[src/rtl/spi24_pkg.sv]
package spi24_pkg;

  // Edge and level events derived from the synchronized serial pins
  typedef struct packed {
    logic sck_rise;
    logic sck_fall;
    logic cs_fall;
    logic cs_rise;
    logic cs_active;
    logic mosi;
  } spi24_evt_t;

endpackage

[src/rtl/spi24_sync.sv]
module spi24_sync
  import spi24_pkg::*;
#(
  parameter int unsigned STAGES = 2
) (
  input  logic       clk,
  input  logic       rst_n,
  input  logic       sck,
  input  logic       cs_n,
  input  logic       mosi,
  output spi24_evt_t evt
);

  localparam int unsigned NSIG = 3;
  // reset level per signal, order {mosi, cs_n, sck}
  localparam logic [NSIG-1:0] RST_LVL = 3'b010;

  logic [NSIG-1:0] raw;
  logic [NSIG-1:0] synced;
  logic            sck_d;
  logic            cs_d;

  assign raw = {mosi, cs_n, sck};

  for (genvar g = 0; g < NSIG; g++) begin : g_chain
    logic [STAGES-1:0] chain;
    always_ff @(posedge clk or negedge rst_n) begin
      if (!rst_n) chain <= {STAGES{RST_LVL[g]}};
      else        chain <= {chain[STAGES-2:0], raw[g]};
    end
    assign synced[g] = chain[STAGES-1];
  end

  always_ff @(posedge clk or negedge rst_n) begin
    if (!rst_n) begin
      sck_d <= 1'b0;
      cs_d  <= 1'b1;
    end else begin
      sck_d <= synced[0];
      cs_d  <= synced[1];
    end
  end

  always_comb begin
    evt.cs_active = ~synced[1];
    evt.sck_rise  =  synced[0] & ~sck_d & ~synced[1];
    evt.sck_fall  = ~synced[0] &  sck_d & ~synced[1];
    evt.cs_fall   = ~synced[1] &  cs_d;
    evt.cs_rise   =  synced[1] & ~cs_d;
    evt.mosi      =  synced[2];
  end

endmodule

[src/rtl/spi24_shifter.sv]
module spi24_shifter #(
  parameter int unsigned CMD_W  = 4,
  parameter int unsigned ADDR_W = 4,
  parameter int unsigned PAD_W  = 6,
  parameter int unsigned DATA_W = 10
) (
  input  logic              clk,
  input  logic              rst_n,
  input  logic              sck_rise,
  input  logic              sck_fall,
  input  logic              cs_fall,
  input  logic              mosi,
  input  logic              load_en,
  input  logic [DATA_W-1:0] load_val,
  output logic [CMD_W-1:0]  cmd_f,
  output logic [ADDR_W-1:0] addr_f,
  output logic [DATA_W-1:0] data_f,
  output logic              sdo_q
);

  localparam int unsigned NBITS = CMD_W + ADDR_W + PAD_W + DATA_W;
  localparam int unsigned LOW_W = PAD_W + DATA_W;

  logic [NBITS-1:0] shreg;

  always_ff @(posedge clk or negedge rst_n) begin
    if (!rst_n) begin
      shreg <= '0;
    end else if (sck_rise) begin
      shreg <= {shreg[NBITS-2:0], mosi};
    end else if (load_en) begin
      shreg[LOW_W-1:0] <= LOW_W'(load_val);
    end
  end

  // output bit advances on the launch edge: chip-select fall or clock fall
  always_ff @(posedge clk or negedge rst_n) begin
    if (!rst_n)                  sdo_q <= 1'b1;
    else if (cs_fall | sck_fall) sdo_q <= shreg[NBITS-1];
  end

  assign cmd_f  = shreg[NBITS-1 -: CMD_W];
  assign addr_f = shreg[NBITS-CMD_W-1 -: ADDR_W];
  assign data_f = shreg[DATA_W-1:0];

endmodule

[src/rtl/spi24_frame_ctl.sv]
module spi24_frame_ctl #(
  parameter int unsigned CMD_W    = 4,
  parameter int unsigned ADDR_W   = 4,
  parameter int unsigned DATA_W   = 10,
  parameter int unsigned NBITS    = 24,
  parameter int unsigned NOP_OP   = 0,
  parameter int unsigned RB_OP_A  = 9,
  parameter int unsigned RB_OP_B  = 10
) (
  input  logic              clk,
  input  logic              rst_n,
  input  logic              sck_rise,
  input  logic              cs_fall,
  input  logic              cs_rise,
  input  logic              cs_active,
  input  logic [CMD_W-1:0]  cmd_f,
  input  logic [ADDR_W-1:0] addr_f,
  input  logic [DATA_W-1:0] data_f,
  input  logic              frm_ready,
  output logic              frm_valid,
  output logic [CMD_W-1:0]  frm_cmd,
  output logic [ADDR_W-1:0] frm_addr,
  output logic [DATA_W-1:0] frm_data,
  output logic              rb_load
);

  localparam int unsigned CNT_W = $clog2(NBITS + 2);
  localparam logic [CNT_W-1:0] CNT_FULL = CNT_W'(NBITS);
  localparam logic [CNT_W-1:0] CNT_OVER = CNT_W'(NBITS + 1);

  logic [CNT_W-1:0] bit_cnt;
  logic             frame_ok;
  logic             take;
  logic             is_rb;

  always_ff @(posedge clk or negedge rst_n) begin
    if (!rst_n)                             bit_cnt <= '0;
    else if (cs_fall)                       bit_cnt <= '0;
    else if (sck_rise && bit_cnt != CNT_OVER) bit_cnt <= bit_cnt + 1'b1;
  end

  assign frame_ok = cs_rise && (bit_cnt == CNT_FULL) && (cmd_f != CMD_W'(NOP_OP));
  assign take     = frame_ok && !frm_valid;

  always_ff @(posedge clk or negedge rst_n) begin
    if (!rst_n) begin
      frm_valid <= 1'b0;
      frm_cmd   <= '0;
      frm_addr  <= '0;
      frm_data  <= '0;
    end else begin
      if (frm_valid && frm_ready) frm_valid <= 1'b0;
      if (take) begin
        frm_valid <= 1'b1;
        frm_cmd   <= cmd_f;
        frm_addr  <= addr_f;
        frm_data  <= data_f;
      end
    end
  end

  assign is_rb   = (frm_cmd == CMD_W'(RB_OP_A)) || (frm_cmd == CMD_W'(RB_OP_B));
  assign rb_load = frm_valid && frm_ready && is_rb && !cs_active;

endmodule

[src/rtl/spi24_frame_rx.sv]
module spi24_frame_rx
  import spi24_pkg::*;
#(
  parameter int unsigned CMD_W       = 4,
  parameter int unsigned ADDR_W      = 4,
  parameter int unsigned PAD_W       = 6,
  parameter int unsigned DATA_W      = 10,
  parameter int unsigned SYNC_STAGES = 2,
  parameter int unsigned NOP_OP      = 0,
  parameter int unsigned RB_OP_A     = 9,
  parameter int unsigned RB_OP_B     = 10
) (
  input  logic              clk,
  input  logic              rst_n,
  input  logic              spi_sck,
  input  logic              spi_cs_n,
  input  logic              spi_mosi,
  output logic              sdo_bit,
  output logic              sdo_oe,
  output logic              frm_valid,
  input  logic              frm_ready,
  output logic [CMD_W-1:0]  frm_cmd,
  output logic [ADDR_W-1:0] frm_addr,
  output logic [DATA_W-1:0] frm_data,
  input  logic [DATA_W-1:0] rb_data
);

  localparam int unsigned NBITS = CMD_W + ADDR_W + PAD_W + DATA_W;

  spi24_evt_t        evt;
  logic [CMD_W-1:0]  cmd_f;
  logic [ADDR_W-1:0] addr_f;
  logic [DATA_W-1:0] data_f;
  logic              rb_load;
  logic              sdo_q;

  spi24_sync #(.STAGES(SYNC_STAGES)) u_sync (
    .clk   (clk),
    .rst_n (rst_n),
    .sck   (spi_sck),
    .cs_n  (spi_cs_n),
    .mosi  (spi_mosi),
    .evt   (evt)
  );

  spi24_shifter #(
    .CMD_W(CMD_W), .ADDR_W(ADDR_W), .PAD_W(PAD_W), .DATA_W(DATA_W)
  ) u_shift (
    .clk      (clk),
    .rst_n    (rst_n),
    .sck_rise (evt.sck_rise),
    .sck_fall (evt.sck_fall),
    .cs_fall  (evt.cs_fall),
    .mosi     (evt.mosi),
    .load_en  (rb_load),
    .load_val (rb_data),
    .cmd_f    (cmd_f),
    .addr_f   (addr_f),
    .data_f   (data_f),
    .sdo_q    (sdo_q)
  );

  spi24_frame_ctl #(
    .CMD_W(CMD_W), .ADDR_W(ADDR_W), .DATA_W(DATA_W), .NBITS(NBITS),
    .NOP_OP(NOP_OP), .RB_OP_A(RB_OP_A), .RB_OP_B(RB_OP_B)
  ) u_ctl (
    .clk       (clk),
    .rst_n     (rst_n),
    .sck_rise  (evt.sck_rise),
    .cs_fall   (evt.cs_fall),
    .cs_rise   (evt.cs_rise),
    .cs_active (evt.cs_active),
    .cmd_f     (cmd_f),
    .addr_f    (addr_f),
    .data_f    (data_f),
    .frm_ready (frm_ready),
    .frm_valid (frm_valid),
    .frm_cmd   (frm_cmd),
    .frm_addr  (frm_addr),
    .frm_data  (frm_data),
    .rb_load   (rb_load)
  );

  assign sdo_bit = sdo_q;
  assign sdo_oe  = evt.cs_active & ~sdo_q;

endmodule

[config.mk]
export PLATFORM = sky130hd
export DESIGN_NAME = spi24_frame_rx
export DESIGN_NICKNAME = d
export VERILOG_FILES = /design/src/rtl/spi24_pkg.sv /design/src/rtl/spi24_sync.sv /design/src/rtl/spi24_shifter.sv /design/src/rtl/spi24_frame_ctl.sv /design/src/rtl/spi24_frame_rx.sv
export SDC_FILE = /design/constraint.sdc
export NUM_CORES = 1
export LEC_CHECK = 0
export BUFFER_PORTS_ARGS = -buffer_cell sky130_fd_sc_hd__buf_2
export CAP_MARGIN = 25
export CORE_UTILIZATION = 50
export CTS_CLUSTER_SIZE = 16
export DETAILED_ROUTE_END_ITERATION = 10
export PLACE_DENSITY = 0.73
export SYNTH_ARGS = -nofsm -noshare
export SYNTH_HDL_FRONTEND = slang
export SYNTH_SLANG_ARGS = --single-unit
[constraint.sdc]
create_clock -name clk -period 2.4 [get_ports clk]
set_input_delay 0.12 -clock clk [delete_from_list [all_inputs] [get_ports clk]]
set_output_delay 0.12 -clock clk [all_outputs]
set_load 0.01 [all_outputs]
# Word-level counts from Yosys, hierarchy flattened
# Index checks and enable logic that the tools add are counted.
# word_totals
latchBits,0
mem_bits_rw,0
out_inout_bits,21
in_bits,16
mem_count,0
reg_bits,57
wordCells,50
mem_bits_ro,0
# op_classes
add_sub_neg,1
n_shift,0
muxes,6
n_reduce_logical,13
order_cmp,0
div,0
bitwise_logic,13
eq_ne,4
mul,0
# ops
cell,count
$mux 16,2
$mux 5,2
$eq 4x4->1 const B,2
$and 1x1->1,7
$logic_and 1x1->1,7
$reduce_bool 2->1,3
$add 5x1->5 const B,1
$eq 5x5->1 const B,1
$ne 5x5->1 const B,1
$not 1->1,5
$reduce_bool 4->1,1
$mux 1,2
$logic_not 1->1,1
$logic_or 1x1->1,1
$or 1x1->1,1

# Logic depth before layout (Yosys ltp)
# logic_depth
ltp_word,6
ltp_mapped,6
depth_no_buf,5

# Modules after synthesis
# Synthesis repeated with hierarchy kept, for this count alone.
# hier_totals
cells_unflattened,192
area_unflattened_um2,2531.2
# modules_own_cells
mod,n_inst,cells_per_inst,seq_area_each_um2,area_each_um2
spi24_shifter,1,102,626.9,1186.1
spi24_frame_ctl,1,75,600.6,1087.3
spi24_sync,1,14,203.9,244.0
spi24_frame_rx,1,1,0.0,13.8

# Worst setup path after synthesis
# No wires, ideal clock.
# synth_path
path_kind,register -> register
start,reg u_ctl.bit_cnt[0]
end,reg u_ctl.frm_addr[3]
required_ns,2.275
setup_ns,0.125
t_arrival_ns,1.701
path_slack_ns,0.574
period_less_slack_ns,1.826
path_buffers,1
stages_incl_launch_ff,7
path_cell_list,dfrtp_1 > inv_1 > ha_1 > nand4bb_1 > nor4_4 > buf_6 > mux2_2
# synth_via
elab_chain_cells,4
# synth_rtl
item,line_no,rtl
start: declaration,spi24_frame_ctl.sv:31,logic [CNT_W-1:0] bit_cnt;
start signal: assignment,spi24_frame_ctl.sv:39,else if (sck_rise && bit_cnt != CNT_OVER) bit_cnt <= bit_cnt + 1'b1;
$eq 5x5->1,spi24_frame_ctl.sv:42,assign frame_ok = cs_rise && (bit_cnt == CNT_FULL) && (cmd_f != CMD_W'(NOP_OP));
$logic_and 1x1->1 (2 in a row),spi24_frame_ctl.sv:42,
$logic_and 1x1->1,spi24_frame_ctl.sv:43,assign take = frame_ok && !frm_valid;
end signal: assignment,spi24_frame_ctl.sv:56,frm_addr <= addr_f;
end: declaration,spi24_frame_ctl.sv:22,"output logic [ADDR_W-1:0] frm_addr,"
# Every way passes these cells.
# A chain may end at the register's enable or synchronous reset.

# Final worst setup path
# layout_path
start,reg u_sync.g_chain[1].chain[1]
end,reg u_shift.shreg[5]
# layout_via
elab_chain_cells,3
word_cells_on_any_way,5
cone_classes,1 x mux; 2 x bitwise; 2 x reduce/logical
# layout_rtl
item,line_no,rtl
start: declaration,spi24_sync.sv:26,logic [STAGES-1:0] chain;
start signal: assignment,spi24_sync.sv:28,if (!rst_n) chain <= {STAGES{RST_LVL[g]}};
start signal: assignment,spi24_sync.sv:29,"else chain <= {chain[STAGES-2:0], raw[g]};"
$not 1->1,spi24_sync.sv:46,evt.sck_rise = synced[0] & ~sck_d & ~synced[1];
$and 1x1->1,spi24_sync.sv:46,
$mux 16 / $reduce_bool 2->1 (equally long branches),n/a,
end signal: assignment,spi24_shifter.sv:30,"shreg <= {shreg[NBITS-2:0], mosi};"
end signal: indexed assignment,spi24_shifter.sv:32,shreg[LOW_W-1:0] <= LOW_W'(load_val);
end: declaration,spi24_shifter.sv:24,logic [NBITS-1:0] shreg;
# Several ways; a longest one is shown, not always the timed one.

==> impl_results.rst <==
.. list-table::
   :header-rows: 1

   * - Metric
     - Value
   * - Gate Count Post-Synth
     - 209
   * - Dominant synthesized flop cell
     - dfrtp_1
   * - Ports placed on the boundary
     - 37
   * - Worst-case headroom to the max-slew limit
     - a little over three fifths
   * - Final period util
     - 72.8%
   * - Arrival @ worst endpoint
     - 1.93 ns
   * - Root Driver
     - clkbuf_8
   * - Syn. warnings
     - 0
   * - Per-instance average area after synthesis
     - 11.3 um^2
   * - Standard-cell row count
     - 24
   * - Final routed wire length divided by cell count
     - between 10 and 15 um
   * - Share of cells above drive strength 1
     - 32.8%
   * - Sequential area share after synthesis
     - 60.6%
   * - Post-synthesis net count
     - 228
   * - Final count of negative-setup-slack endpoints
     - 0
   * - Post-CTS repair timing setup buffer count
     - 0
   * - Vias in the first global route
     - 1,713
   * - Number of enable flip-flop cells after synthesis
     - 0
   * - Power density of the placed cells
     - 805 mW/mm^2
   * - Largest net degree at the start of global routing
     - 25
   * - FF-to-FF path depth
     - 3
   * - Area used by multi-input combinational logic
     - around 870 um^2
   * - Mean number of vias per cell
     - 5.38
   * - Depth of the CTS H-tree
     - 3
   * - Number of buffers inserted during clock tree synthesis
     - 9
   * - Total grt overflow
     - 0
   * - Worst hold-check path type
     - in -> reg
   * - Number of fill cells in the layout
     - ~350
   * - Number of different library cells in the post-synthesis netlist
     - 32
   * - Kind of start point of the critical path
     - flip-flop
   * - Count of max-cap constraint violations
     - 0
   * - Vias
     - 1,690
   * - Port Buffers
     - 36
   * - Clock skew after layout
     - around 0.011 ns
   * - Result of the run
     - finished with violations
   * - Peak supply drop
     - 0.430 mV
   * - Number of DRC violations after detailed-routing iteration 0
     - approximately 100
   * - Antenna diode count
     - 0
   * - Leakage power
     - 1.45 nW
   * - Global routing usage summed across all routing layers
     - 21.7%
   * - Die extent in x
     - 70.7 um
   * - Most frequent standard cell in the layout excluding fill and tap cells
     - nand2_1
   * - Sum of negative setup slack
     - 0 ns
   * - Top cell type's share of synthesized area
     - 56.2%
   * - Most frequent cells in the layout
     - nand2_1 (56), dfrtp_1 (53), buf_2 (36)
   * - Achievable frequency
     - 572 MHz
   * - Failing checks
     - design-rule violations
   * - Total count of hold-check failures in the final report
     - 0
   * - Initial Util
     - between 50% and 60%
   * - Antenna violations before repair
     - 0
   * - Area of all sequential standard cells
     - ~0.0014 mm^2
   * - Crit path depth
     - 3
   * - Largest delay share family, worst path
     - simple AND/OR/NAND/NOR gates
   * - Cells traversed along the worst timing path
     - and4b_1 -> and3_1 -> o221ai_1
   * - Post-layout minimum cycle time
     - 1.75 ns
   * - Fraction of registers with async set or reset after synthesis
     - 100%
   * - Final WS setup
     - 0.653 ns
   * - Worst setup slack for register-to-register paths
     - 0.65 ns
   * - Post-route DRC
     - 4
   * - Biggest area consumer among synthesized cells
     - dfrtp_1
   * - Worst slack after detailed placement
     - 0.686 ns
   * - Post-DRT Antenna Nets
     - 0
   * - Post-layout nets
     - approximately 280
   * - Number of buffers and inverters on the critical path
     - 0
   * - Sinks on Clock Net
     - 57
   * - Final weighted congestion in routability-driven placement
     - 0.752
   * - Worst setup path startpoint
     - u_sync.g_chain[1].chain[1]
   * - Required time at the endpoint of the critical path
     - 2.58 ns
   * - Total detailed-routing wirelength
     - 4680 um
   * - Category of the most critical setup path
     - reg -> reg
   * - Chip height
     - 70.7 um
   * - Post-synthesis cell area
     - about 0.0024 mm^2
   * - Worst reg2reg startpoint
     - u_sync.g_chain[1].chain[1]
   * - Reg2Reg Capture Point
     - u_shift.shreg[5]
   * - Crit end category
     - flip-flop
   * - Maximum fanout encountered on the critical timing path
     - 15
   * - Initial DRT Pass Iterations
     - 7
   * - Cell at the slowest stage of the critical path
     - dfstp_2
   * - Max Buffers Root-to-Sink
     - 2
   * - Layout-stage area growth over the synthesis result
     - 22.0%
   * - Transition time at the pin with the least slew margin
     - 0.549 ns
   * - Die Footprint
     - approximately 0.005 mm^2
   * - Reg clk slew, reported paths
     - about 0.06 ns
   * - Final max-slew violation count
     - 0
   * - CORE AREA
     - ~0.0044 mm^2
   * - Post-Layout Cell Count
     - 314
   * - TritonCTS clock tree
     - yes
   * - RSZ-0062 raised after global routing
     - false
   * - Biggest area contributors in the synthesized netlist
     - dfrtp_1 (56%), mux2_2 (9.1%), nand2_1 (8.9%)
   * - Post-DP HPWL
     - 3140 um
   * - Maximum single-stage delay on the critical path
     - 0.61 ns
   * - Number of cells in the design after placement
     - 294
   * - Clk_lat worst skew
     - 0.33 ns
   * - Number of storage elements in the synthesis netlist
     - 57
   * - Critical Path Sink
     - u_shift.shreg[5]
   * - CTS-repair resized insts
     - 0
   * - Global-route wire length before repair
     - 8070 um
==> metal layers <==
layer	part of all wire [%]	up-vias	global-route usage, %
met2	47	58	33.1
met4	1.7	0	12.7
met5	0	-	0
li1	-	821	-
met3	5.7	8	4.27
met1	46	803	29.0
==> power by group <==
part / internal, mW / leakage (nW) / switching (mW) / total (mW)
sequential: 1.06 / 0.731 / 0.0773 / 1.14
clock: 0.611 / 0.113 / 0.373 / 0.984
combinational: 0.0836 / 0.605 / 0.109 / 0.193
==> synthesized netlist by cell type, types with 2 or more instances <==
| cell type | n |
|---|---|
| nand4bb_1 | 2 |
| a21oi_1 | 5 |
| dfrtp_1 | 53 |
| dfstp_2 | 4 |
| nor2_1 | 2 |
| ha_1 | 3 |
| buf_2 | 2 |
| and4b_1 | 2 |
| o21ai_0 | 10 |
| nand3_1 | 3 |
| nand2_1 | 56 |
| clkbuf_1 | 8 |
| inv_1 | 4 |
| o211ai_1 | 8 |
| or3_1 | 3 |
| mux2_2 | 19 |
| nand4_1 | 10 |
==> stage by stage <==
step	cell area (um^2)	power [mW]	utilization (%)	hold slack, ns
4_1_cts	2880	2.34	64.8	0.0488
3_5_place_dp	2620	1.35	59.0	0.0829
3_3_place_gp	2620	1.34	59.0	0.0828
6_report	2880	2.32	64.8	0.0579
5_1_grt	2880	2.43	64.8	0.0564
2_1_floorplan	2360	1.26	-	-0.176
==> layout make-up <==
cell class                      instances  area share (%)
Clock inverter                          5            2.74
Clock buffer                           11            4.91
Inverter                                4           0.521
Tap cell                               52            2.26
Multi-Input combinational cell        137            30.1
Timing Repair Buffer                   48            9.73
Sequential cell                        57            49.7
==> how the worst min path moves through the flow <==
stage / startpoint / to / slack, ns / cells after the start
2_1_floorplan: rst_n / u_ctl.bit_cnt[0] / -0.18 / 0
3_3_place_gp: rst_n / u_sync.g_chain[0].chain[0] / 0.08 / 1
3_5_place_dp: rst_n / u_sync.g_chain[0].chain[0] / 0.08 / 1
4_1_cts: rb_data[2] / u_shift.shreg[2] / 0.05 / 3
5_1_grt: rb_data[2] / u_shift.shreg[2] / 0.06 / 3
6_report: rb_data[2] / u_shift.shreg[2] / 0.06 / 3
==> worst register-to-register path, delay by kind of cell (launching register included) <==
| kind | cells | cell delay [ns] |
|---|---|---|
| compound gates | 1 | 0.21 |
| flops | 1 | 0.61 |
| simple gates | 2 | 0.77 |
==> cell families (layout without fill, tap and decap cells) <==
| group | Yosys count | in the layout | share of synthesized area, % |
|---|---|---|---|
| buffers and inverters | 15 | 68 | 2.81 |
| XOR/XNOR | 1 | 1 | 0.371 |
| AND/OR/NAND/NOR | 86 | 86 | 18.2 |
| multiplexers | 19 | 19 | 9.06 |
| AO/OA/AOI/OAI | 28 | 28 | 7.37 |
| adder cells (fa/ha/maj) | 3 | 3 | 1.59 |
| flip-flops | 57 | 57 | 60.6 |
==> repair_timing <==
item / 4_1_cts / 5_1_grt
hold endpoints to repair: 17 / 0
hold buffers: 4 / 0
setup endpoints to repair: 0 / 0
==> registers in the layout (all words and copies together), names as in the netlist, 4 cells and up <==
signal,count
u_shift.shreg,24
u_ctl.frm_data,10
u_sync.g_chain.chain,6
u_ctl.bit_cnt,5
u_ctl.frm_addr,4
u_ctl.frm_cmd,4
Note: power is estimated with default switching activity, not from simulation.
